==> src/rtl/slew_cal_pkg.sv <==
package slew_cal_pkg;

    localparam int unsigned MEAS_WINDOW  = 1024;
    localparam int unsigned ROUND_DIV    = 1000;
    localparam int unsigned FALLBACK     = 3;
    localparam int unsigned NOM_REF_MHZ  = 26;
    localparam int unsigned NOM_COEF     = 17;

    typedef enum logic [3:0] {
        ST_IDLE,
        ST_SETTLE,
        ST_WIN,
        ST_MEAS,
        ST_POLL,
        ST_MOFF,
        ST_COFF,
        ST_D1GO,
        ST_D1WAIT,
        ST_D2GO,
        ST_D2WAIT,
        ST_WRITE,
        ST_OSCOFF
    } cal_state_e;

    function automatic logic [2:0] low3(input logic [31:0] v);
        return v[2:0];
    endfunction

endpackage

==> src/rtl/slew_cal_timer.sv <==
module slew_cal_timer #(
    parameter int unsigned CW = 8
) (
    input  logic          clk,
    input  logic          rst,
    input  logic          load_i,
    input  logic [CW-1:0] val_i,
    output logic          tick_o
);
    logic [CW-1:0] cnt_q;

    always_ff @(posedge clk) begin
        if (rst)
            cnt_q <= '0;
        else if (load_i)
            cnt_q <= val_i;
        else if (cnt_q != '0)
            cnt_q <= cnt_q - 1'b1;
    end

    assign tick_o = (cnt_q == CW'(1));

    AST_TICK_ENDS_COUNT: assert property (@(posedge clk) disable iff (rst)
        (tick_o && !load_i) |=> !tick_o);
endmodule

==> src/rtl/slew_cal_div.sv <==
module slew_cal_div #(
    parameter int unsigned DW = 28
) (
    input  logic          clk,
    input  logic          rst,
    input  logic          start_i,
    input  logic [DW-1:0] dividend_i,
    input  logic [DW-1:0] divisor_i,
    output logic [DW-1:0] quot_o,
    output logic          done_o
);
    localparam int unsigned SW = $clog2(DW + 1);

    logic [DW-1:0] quo_q, rem_q, dsr_q, dvd_q;
    logic [SW-1:0] step_q;
    logic [DW:0]   shl;
    logic          take;

    assign shl  = {rem_q, quo_q[DW-1]};
    assign take = (shl >= {1'b0, dsr_q});

    always_ff @(posedge clk) begin
        if (rst) begin
            quo_q  <= '0;
            rem_q  <= '0;
            dsr_q  <= '0;
            dvd_q  <= '0;
            step_q <= '0;
            done_o <= 1'b0;
        end else begin
            done_o <= 1'b0;
            if (start_i) begin
                quo_q  <= dividend_i;
                dvd_q  <= dividend_i;
                dsr_q  <= divisor_i;
                rem_q  <= '0;
                step_q <= SW'(DW);
            end else if (step_q != '0) begin
                rem_q  <= take ? DW'(shl - {1'b0, dsr_q}) : shl[DW-1:0];
                quo_q  <= {quo_q[DW-2:0], take};
                step_q <= step_q - 1'b1;
                if (step_q == SW'(1))
                    done_o <= 1'b1;
            end
        end
    end

    assign quot_o = quo_q;

    AST_DIV_EXACT: assert property (@(posedge clk) disable iff (rst)
        done_o |-> (({{DW{1'b0}}, quo_q} * {{DW{1'b0}}, dsr_q}) + {{DW{1'b0}}, rem_q})
                   == {{DW{1'b0}}, dvd_q});
    AST_DIV_REM_BELOW: assert property (@(posedge clk) disable iff (rst)
        done_o |-> (rem_q < dsr_q));
endmodule

==> src/rtl/slew_cal_seq.sv <==
module slew_cal_seq
    import slew_cal_pkg::*;
#(
    parameter int unsigned REF_W         = 8,
    parameter int unsigned COEF_W        = 8,
    parameter int unsigned FORCE_W       = 8,
    parameter int unsigned CNT_W         = 24,
    parameter int unsigned SETTLE_CYC    = 50,
    parameter int unsigned POLL_INTERVAL = 500,
    parameter int unsigned POLL_TRIES    = 20
) (
    input  logic               clk,
    input  logic               rst,
    input  logic               start_i,
    input  logic [REF_W-1:0]   ref_mhz_i,
    input  logic [COEF_W-1:0]  coef_i,
    input  logic [FORCE_W-1:0] force_code_i,
    input  logic [CNT_W-1:0]   fm_count_i,
    input  logic               fm_valid_i,
    output logic               osc_en_o,
    output logic               frck_en_o,
    output logic               fm_en_o,
    output logic [CNT_W-1:0]   fm_window_o,
    output logic [2:0]         slew_code_o,
    output logic               done_o
);
    localparam int unsigned WIN_W  = $clog2(MEAS_WINDOW) + 1;
    localparam int unsigned DW     = REF_W + COEF_W + WIN_W + 1;
    localparam int unsigned TMAX   = (SETTLE_CYC > POLL_INTERVAL) ? SETTLE_CYC : POLL_INTERVAL;
    localparam int unsigned TW     = $clog2(TMAX + 1);
    localparam int unsigned PW     = $clog2(POLL_TRIES + 1);

    cal_state_e         state_q;
    logic [REF_W-1:0]   ref_q;
    logic [COEF_W-1:0]  coef_q;
    logic [CNT_W-1:0]   cnt_q;
    logic [PW-1:0]      tries_q;
    logic [2:0]         res_q;
    logic               tmr_load, tmr_tick;
    logic [TW-1:0]      tmr_val;
    logic               poll_end;
    logic               div_start, div_done;
    logic [DW-1:0]      div_num, div_den, div_q;
    logic [DW-4:0]      div_q_hi_unused;

    assign poll_end = tmr_tick && (fm_valid_i || (tries_q == PW'(POLL_TRIES - 1)));

    always_comb begin
        tmr_load = 1'b0;
        tmr_val  = TW'(POLL_INTERVAL);
        if (state_q == ST_IDLE && start_i && force_code_i == '0) begin
            tmr_load = 1'b1;
            tmr_val  = TW'(SETTLE_CYC);
        end else if (state_q == ST_MEAS || (state_q == ST_POLL && tmr_tick && !poll_end)) begin
            tmr_load = 1'b1;
        end
    end

    always_comb begin
        div_start = (state_q == ST_D1GO) || (state_q == ST_D2GO);
        if (state_q == ST_D2GO) begin
            div_num = div_q + DW'(ROUND_DIV / 2);
            div_den = DW'(ROUND_DIV);
        end else begin
            div_num = DW'(ref_q) * DW'(coef_q) * DW'(MEAS_WINDOW);
            div_den = DW'(cnt_q);
        end
    end

    assign div_q_hi_unused = div_q[DW-1:3];

    slew_cal_timer #(.CW(TW)) u_timer (
        .clk(clk), .rst(rst), .load_i(tmr_load), .val_i(tmr_val), .tick_o(tmr_tick)
    );

    slew_cal_div #(.DW(DW)) u_div (
        .clk(clk), .rst(rst), .start_i(div_start), .dividend_i(div_num),
        .divisor_i(div_den), .quot_o(div_q), .done_o(div_done)
    );

    always_ff @(posedge clk) begin
        if (rst) begin
            state_q     <= ST_IDLE;
            ref_q       <= '0;
            coef_q      <= '0;
            cnt_q       <= '0;
            tries_q     <= '0;
            res_q       <= '0;
            osc_en_o    <= 1'b0;
            frck_en_o   <= 1'b0;
            fm_en_o     <= 1'b0;
            fm_window_o <= '0;
            slew_code_o <= '0;
            done_o      <= 1'b0;
        end else begin
            done_o <= 1'b0;
            unique case (state_q)
                ST_IDLE: if (start_i) begin
                    if (force_code_i != '0) begin
                        slew_code_o <= low3(32'(force_code_i));
                        done_o      <= 1'b1;
                    end else begin
                        ref_q    <= ref_mhz_i;
                        coef_q   <= coef_i;
                        osc_en_o <= 1'b1;
                        state_q  <= ST_SETTLE;
                    end
                end
                ST_SETTLE: if (tmr_tick) begin
                    frck_en_o <= 1'b1;
                    state_q   <= ST_WIN;
                end
                ST_WIN: begin
                    fm_window_o <= CNT_W'(MEAS_WINDOW);
                    state_q     <= ST_MEAS;
                end
                ST_MEAS: begin
                    fm_en_o <= 1'b1;
                    tries_q <= '0;
                    state_q <= ST_POLL;
                end
                ST_POLL: if (tmr_tick) begin
                    if (poll_end) begin
                        cnt_q   <= fm_count_i;
                        state_q <= ST_MOFF;
                    end else begin
                        tries_q <= tries_q + 1'b1;
                    end
                end
                ST_MOFF: begin
                    fm_en_o     <= 1'b0;
                    fm_window_o <= '0;
                    state_q     <= ST_COFF;
                end
                ST_COFF: begin
                    frck_en_o <= 1'b0;
                    if (cnt_q == '0) begin
                        res_q   <= 3'(FALLBACK);
                        state_q <= ST_WRITE;
                    end else begin
                        state_q <= ST_D1GO;
                    end
                end
                ST_D1GO:   state_q <= ST_D1WAIT;
                ST_D1WAIT: if (div_done) state_q <= ST_D2GO;
                ST_D2GO:   state_q <= ST_D2WAIT;
                ST_D2WAIT: if (div_done) begin
                    res_q   <= div_q[2:0];
                    state_q <= ST_WRITE;
                end
                ST_WRITE: begin
                    slew_code_o <= res_q;
                    done_o      <= 1'b1;
                    state_q     <= ST_OSCOFF;
                end
                ST_OSCOFF: begin
                    osc_en_o <= 1'b0;
                    state_q  <= ST_IDLE;
                end
                default: state_q <= ST_IDLE;
            endcase
        end
    end

    AST_DONE_ONE_CYCLE: assert property (@(posedge clk) disable iff (rst)
        done_o |=> !done_o);
    AST_METER_NEEDS_CLK: assert property (@(posedge clk) disable iff (rst)
        fm_en_o |-> frck_en_o);
    AST_CLK_NEEDS_OSC: assert property (@(posedge clk) disable iff (rst)
        frck_en_o |-> osc_en_o);
    AST_OSC_HOLDS_TO_DONE: assert property (@(posedge clk) disable iff (rst)
        $fell(osc_en_o) |-> $past(done_o));
    AST_OVERRIDE_SKIPS: assert property (@(posedge clk) disable iff (rst)
        (state_q == ST_IDLE && start_i && force_code_i != '0) |=> (done_o && !osc_en_o));
    AST_BUSY_IGNORES_START: assert property (@(posedge clk) disable iff (rst)
        (state_q != ST_IDLE && state_q != ST_OSCOFF && start_i) |=> state_q != ST_IDLE);
endmodule

==> config.mk <==
export PLATFORM = sky130hd
export DESIGN_NAME = slew_cal_seq
export DESIGN_NICKNAME = d
export VERILOG_FILES = /design/src/rtl/slew_cal_pkg.sv /design/src/rtl/slew_cal_timer.sv /design/src/rtl/slew_cal_div.sv /design/src/rtl/slew_cal_seq.sv
export SDC_FILE = /design/constraint.sdc
export NUM_CORES = 1
export LEC_CHECK = 0
export ABC_CLOCK_PERIOD_IN_PS = 7000
export BUFFER_PORTS_ARGS = -buffer_cell sky130_fd_sc_hd__clkbuf_2
export CAP_MARGIN = 20
export CORE_ASPECT_RATIO = 1.2
export CORE_UTILIZATION = 50
export CTS_BUF_LIST = sky130_fd_sc_hd__clkbuf_8
export CTS_CLUSTER_DIAMETER = 60
export CTS_CLUSTER_SIZE = 16
export DETAILED_ROUTE_END_ITERATION = 10
export PLACE_DENSITY = 0.68
export SYNTH_ARGS = -nofsm -noshare
export SYNTH_HDL_FRONTEND = slang
export SYNTH_SLANG_ARGS = --single-unit
==> constraint.sdc <==
create_clock -name clk -period 7 [get_ports clk]
set_input_delay 1.05 -clock clk [delete_from_list [all_inputs] [get_ports clk]]
set_output_delay 1.05 -clock clk [all_outputs]
set_load 0.005 [all_outputs]
* After elaboration in Yosys (flattened, before gate mapping) *
Index checks and enable logic that the tools add are counted.

cells by class
  $add $sub $neg = 5
  $mul = 1
  divide/modulo/power cells = 0
  order comparisons = 1
  equality and inequality tests = 25
  shift operators = 0
  multiplexer cells = 41
  bitwise logic cells = 2
  reduce and logical (&&, ||, !) cells = 34

operator list
  kind                                               count
  two-way mux 28 bit                                 4
  case mux 24 bit (2 select lines)                   1
  case mux 4 bit (12 select lines)                   1
  two-way mux 4 bit                                  8
  greater-or-equal comparator 29 x 28 -> 1 bit       1
  adder 28 x 9 -> 28 bit (second input constant)     1
  subtractor 28 bit                                  1
  two-way mux 9 bit                                  3
  zero test 24 bit                                   1
  two-way mux 24 bit                                 1
  == test 4 bit (second input constant)              5
  two-way mux 5 bit                                  4
  AND reduction 3 bit                                6
  nonzero test 2 bit                                 9
  == test 4 x 3 -> 1 bit (second input constant)     4
  multiplier 8 x 8 -> 16 bit                         1
  != test 2 bit (second input constant)              7
  two-way mux 3 bit                                  4
  case mux 3 bit (2 select lines)                    2
  case mux 5 bit (2 select lines)                    1
  == test 9 x 1 -> 1 bit (second input constant)     1
  nonzero test 9 bit                                 1
  subtractor 9 x 1 -> 9 bit (second input constant)  1
  == test 4 x 2 -> 1 bit (second input constant)     2
  20 further kinds                                   39

word-level totals
  bits in registers = 182
  bits in latches = 0
  bits in writable memories = 0
  memory bits (read-only) = 0
  output and inout port bits = 31
  logic and storage cells = 128
  memories = 0

* Depth between registers and ports, before layout *
  word-level depth = 9
  mapped depth = 19
  gate-level depth less buffers = 19

* Hierarchy *
A second synthesis with hierarchy kept.

second synthesis, totals
  cell total of the unflattened synthesis = 1462
  area, all modules = 11442.2 sq um

modules (own cells, without submodules)
  module          instances  cells an instance  area an instance (sq um)
  slew_cal_seq    1          700                5620.4
  slew_cal_div    1          699                5311.3
  slew_cal_timer  1          63                 510.5

* Worst setup path before layout *
Ideal clock, no wire load.

  path kind = reg2reg
  from = register coef_q[7]
  to = register u_div.quo_q[22] (netlist: u_div.quot_o[22])
  arrival = 4404 ps
  setup slack = 2459 ps
  stages on the path, launching flop included = 18
  clock period less this slack = 4541 ps
  cell sequence = dfxtp_1 > nand2_1 > fa_1 > fa_1 > inv_1 > fa_1 > inv_1 > fa_1 > inv_1 > ha_1 > nand3_1 > o211ai_1 > or4_1 > o311ai_0 > o21ai_0 > xor2_1 > a211oi_1 > a211oi_1

on the way
  word-level cells in the longest chain between the ends = 3

RTL lines
  what                        RTL line             RTL
  start, declared             slew_cal_seq.sv:35   logic [COEF_W-1:0] coef_q;
  start signal, assigned      slew_cal_seq.sv:104  coef_q <= coef_i;
  multiplier 8 x 8 -> 16 bit  slew_cal_seq.sv:65   div_num = DW'(ref_q) * DW'(coef_q) * DW'(MEAS_WINDOW);
  two-way mux 28 bit          slew_cal_seq.sv:61   if (state_q == ST_D2GO) begin
  two-way mux 28 bit          slew_cal_div.sv:32   if (start_i) begin
  end signal, assigned        slew_cal_div.sv:33   quo_q <= dividend_i;
  end signal, assigned        slew_cal_div.sv:40   quo_q <= {quo_q[DW-2:0], take};
  end, declared               slew_cal_div.sv:14   logic [DW-1:0] quo_q, rem_q, dsr_q, dvd_q;

No other way between the ends.
A chain may end at the register's enable or synchronous reset.

* Final worst setup path *
  from = register ref_q[0]
  to = register u_div.quo_q[22] (netlist: u_div.quot_o[22])

on the way
  word-level cells in the longest chain between the ends = 3

RTL lines
  what                        RTL line             RTL
  start, declared             slew_cal_seq.sv:34   logic [REF_W-1:0] ref_q;
  start signal, assigned      slew_cal_seq.sv:103  ref_q <= ref_mhz_i;
  multiplier 8 x 8 -> 16 bit  slew_cal_seq.sv:65
  two-way mux 28 bit          slew_cal_seq.sv:61
  two-way mux 28 bit          slew_cal_div.sv:32

No other way between the ends.

==> impl_metrics.py <==
metrics = {
    "die": {
        "die_y_um": 160.4,
        "pin_count": 83,
        "die_w_um": 134.0,
        "dieArea_mm2": 0.02148,
        "row_count": 57,
        "core_region_area_mm2": 0.02040,
        "start_util_pct": 51.23,
    },
    "cts": {
        "cts-root-buf": "clkbuf_8",
        "cts.sink_count": 155,
        "htreeDepth": 4,
        "cts_tree": "done",
        "clockBufferDepth": 2,
        "ctsResizeCount": 0,
        "insertion_delay_ps": 460,
        "cts_hold_buf": 0,
        "postCtsSetupBuffers": 0,
        "clk_pin_slew_ps": 100,
        "cts_buffers": 17,
    },
    "layout": {
        "layout-drive-gt1-share_pct": 8.501,
        "final_nets": 1530,
        "utilization_pct": 55.02,
        "layout_commonest_cell": "nand2_1",
        "diodes": 0,
        "syn_to_final_growth_pct": 7.413,
        "layout_common_cells": "nand2_1, a21oi_1, dfxtp_1, nor2_1, inv_1",
    },
    "run": {
        "cap_viol_max_count": 0,
    },
    "grt": {
        "grt_usage_pct": 23.12,
        "grt_use_met2_pct": 39.19,
        "grt_overflow": 0,
        "top_usage_layer": "met2",
        "grt_pass1_vias": 8583,
        "met1_usage_pct": 29.44,
        "antenna_found_initial": 0,
        "grt_start_max_net_pins": 83,
        "grt_pass1_wl_mm": 40.32,
        "gr-usage-met3_pct": 3.630,
    },
    "route": {
        "route.detailed.drc": 0,
        "drtPass1Iterations": 6,
        "vias": 9101,
        "via_per_inst": 5.506,
        "avgRoutedWirePerCell_um": 14.56,
        "drt_iter0_drc": 530,
        "antenna_left": 0,
        "drt_wl_total_mm": 24.06,
    },
    "synth": {
        "synth_cells": 1353,
        "synth_ff_type": "dfxtp_1",
        "yosys.area.top_type": "dfxtp_1",
        "synth_warnings": 0,
        "synth_edf_count": 0,
        "yosys.cell_types.count": 68,
        "avgSynthCellArea_um2": 7.723,
        "seq_area_frac_synth_pct": 29.70,
        "yosys_register_bits": 155,
        "ys_top_cells_by_area": "dfxtp_1, a21oi_1, ha_1",
        "synth_top_area_share_pct": 29.70,
        "syn-cell-area_mm2": 0.01045,
        "synthArstFlopShare_pct": 0,
    },
    "timing": {
        "min_period_over_period_pct": 69.40,
        "min_period_ps": 4858,
        "final.setup.tns_ps": 0,
        "max_freq_ghz": 0.2058,
        "setup_viol": 0,
        "fin_skew_ps": 15.93,
        "rsz0062_at_grt": "no",
        "relSlewSlack_pct": 37.62,
        "hold_viol": 0,
        "slew_violations": 0,
        "worst_pin_slew_ps": 933.1,
    },
    "placed_design": {
        "port_buffers": 59,
        "gp_congestion": 0.8739,
        "dp_hpwl_mm": 17.63,
    },
    "hold_path": {
        "holdCritPathClass": "reg2reg",
    },
    "critical_path": {
        "critical_path_required_ps": 7310,
        "end_kind": "flop",
        "crit_path_start_kind": "flop",
        "crit_arrival_ps": 5170,
        "critPathMaxFanout": 9,
        "critical_path_class": "reg2reg",
    },
    "power_and_ir_drop": {
        "p_per_area_mw_per_mm2": 313.7,
        "peakVddDrop_mv": 0.1930,
        "fin_total_pwr_w": 0.003521,
        "p_leak_nw": 4.698,
    },
    "outcome": {
        "status": "finished, final reports clean",
    },
}
[per-stage QoR]
step / hold slack (ps) / instance area [µm²] / instances / setup slack (ps)
floorplan: 431.3 / 10530 / 1375 / 2459
global placement: 444.5 / 10800 / 1620 / 2218
detailed placement: 452.5 / 10800 / 1620 / 2119
CTS: 465.7 / 11220 / 1652 / 2106
global route: 497.6 / 11220 / 1653 / 1831
finish: 461.4 / 11220 / 1653 / 2142
[cells by family after synthesis]
logic type / after synthesis / synth area share [%]
adders and majority gates: 103 / 14.99
other: 1 / 0.03589
DFF: 155 / 29.70
xor gates and xnor gates: 56 / 4.694
and+or+nand+nor: 510 / 23.04
AOI/OAI and AO/OA: 337 / 18.87
buffers and inverters: 179 / 7.496
muxes: 12 / 1.174
[flip-flops by register name (all words and copies together), names as in the netlist]
name	cells
u_div.quot_o	28
u_div.rem_q	28
cnt_q	24
u_div.dsr_q	24
u_timer.cnt_q	9
coef_q	8
ref_q	8
tries_q	5
u_div.step_q	5
state_q	4
res_q	3
slew_code_o	3
done_o	1
fm_en_o	1
fm_window_o	1
frck_en_o	1
osc_en_o	1
u_div.done_o	1
[synthesized netlist by cell type (17+ instances only)]
master and instances:
nand2_1 201, a21oi_1 167, dfxtp_1 155, nor2_1 114
inv_1 90, ha_1 66, o21ai_0 65, and2_1 55
clkbuf_1 52, fa_1 37, xnor2_1 34, nand3_1 27
nor3_1 27, buf_4 24, a211oi_1 23, xor2_1 22
nor4_1 17
[critical path, cell delays in order (launching register included)]
cell and delay [ps]:
dfxtp_1 510, nand2_1 130, fa_1 530, fa_1 540, inv_1 50, fa_1 520, inv_1 50, fa_1 520
inv_1 40, ha_1 350, nand3_1 100, o211ai_1 100, or4_1 390, o311ai_0 150, o21ai_0 230, xor2_1 180
a211oi_1 230, a211oi_1 70
[layer usage]
| metal | vias to the layer above | part of all wire (%) |
|---|---|---|
| li1 | 4653 | - |
| met1 | 4200 | 46 |
| met2 | 211 | 48 |
| met3 | 37 | 4.1 |
| met4 | 0 | 2.1 |
| met5 | - | 0 |
[path summary, 6_finish.rpt]
| check | slack, ps | from | depth (start not counted) | to |
|---|---|---|---|---|
| max | 2140 | ref_q[0] | 17 | u_div.quot_o[22] |
| min | 460 | u_div.dsr_q[17] | 2 | u_div.dsr_q[17] |
| max reg2reg | 2140 | ref_q[0] | 17 | u_div.quot_o[22] |
| min reg2reg | 460 | u_div.dsr_q[17] | 2 | u_div.dsr_q[17] |
[cell type report]
| class | instances | area (µm²) |
|---|---|---|
| Fill cell | 2001 | 9174 |
| Multi-Input combinational cell | 1041 | 6658 |
| Sequential cell | 155 | 3103 |
| Timing Repair Buffer | 70 | 380.4 |
| Inverter | 90 | 337.8 |
| Tap cell | 265 | 331.6 |
| Clock buffer | 17 | 234.0 |
| Clock inverter | 15 | 178.9 |
[power by group]
group / leakage [nW] / switching (W) / internal, W
Clock: 0.204 / 0.000402 / 0.000303
Sequential: 1.26 / 0.000116 / 0.00100
Combinational: 3.23 / 0.00104 / 0.000658
Total: 4.70 / 0.00156 / 0.00196
(Power assumes the default switching activity.)
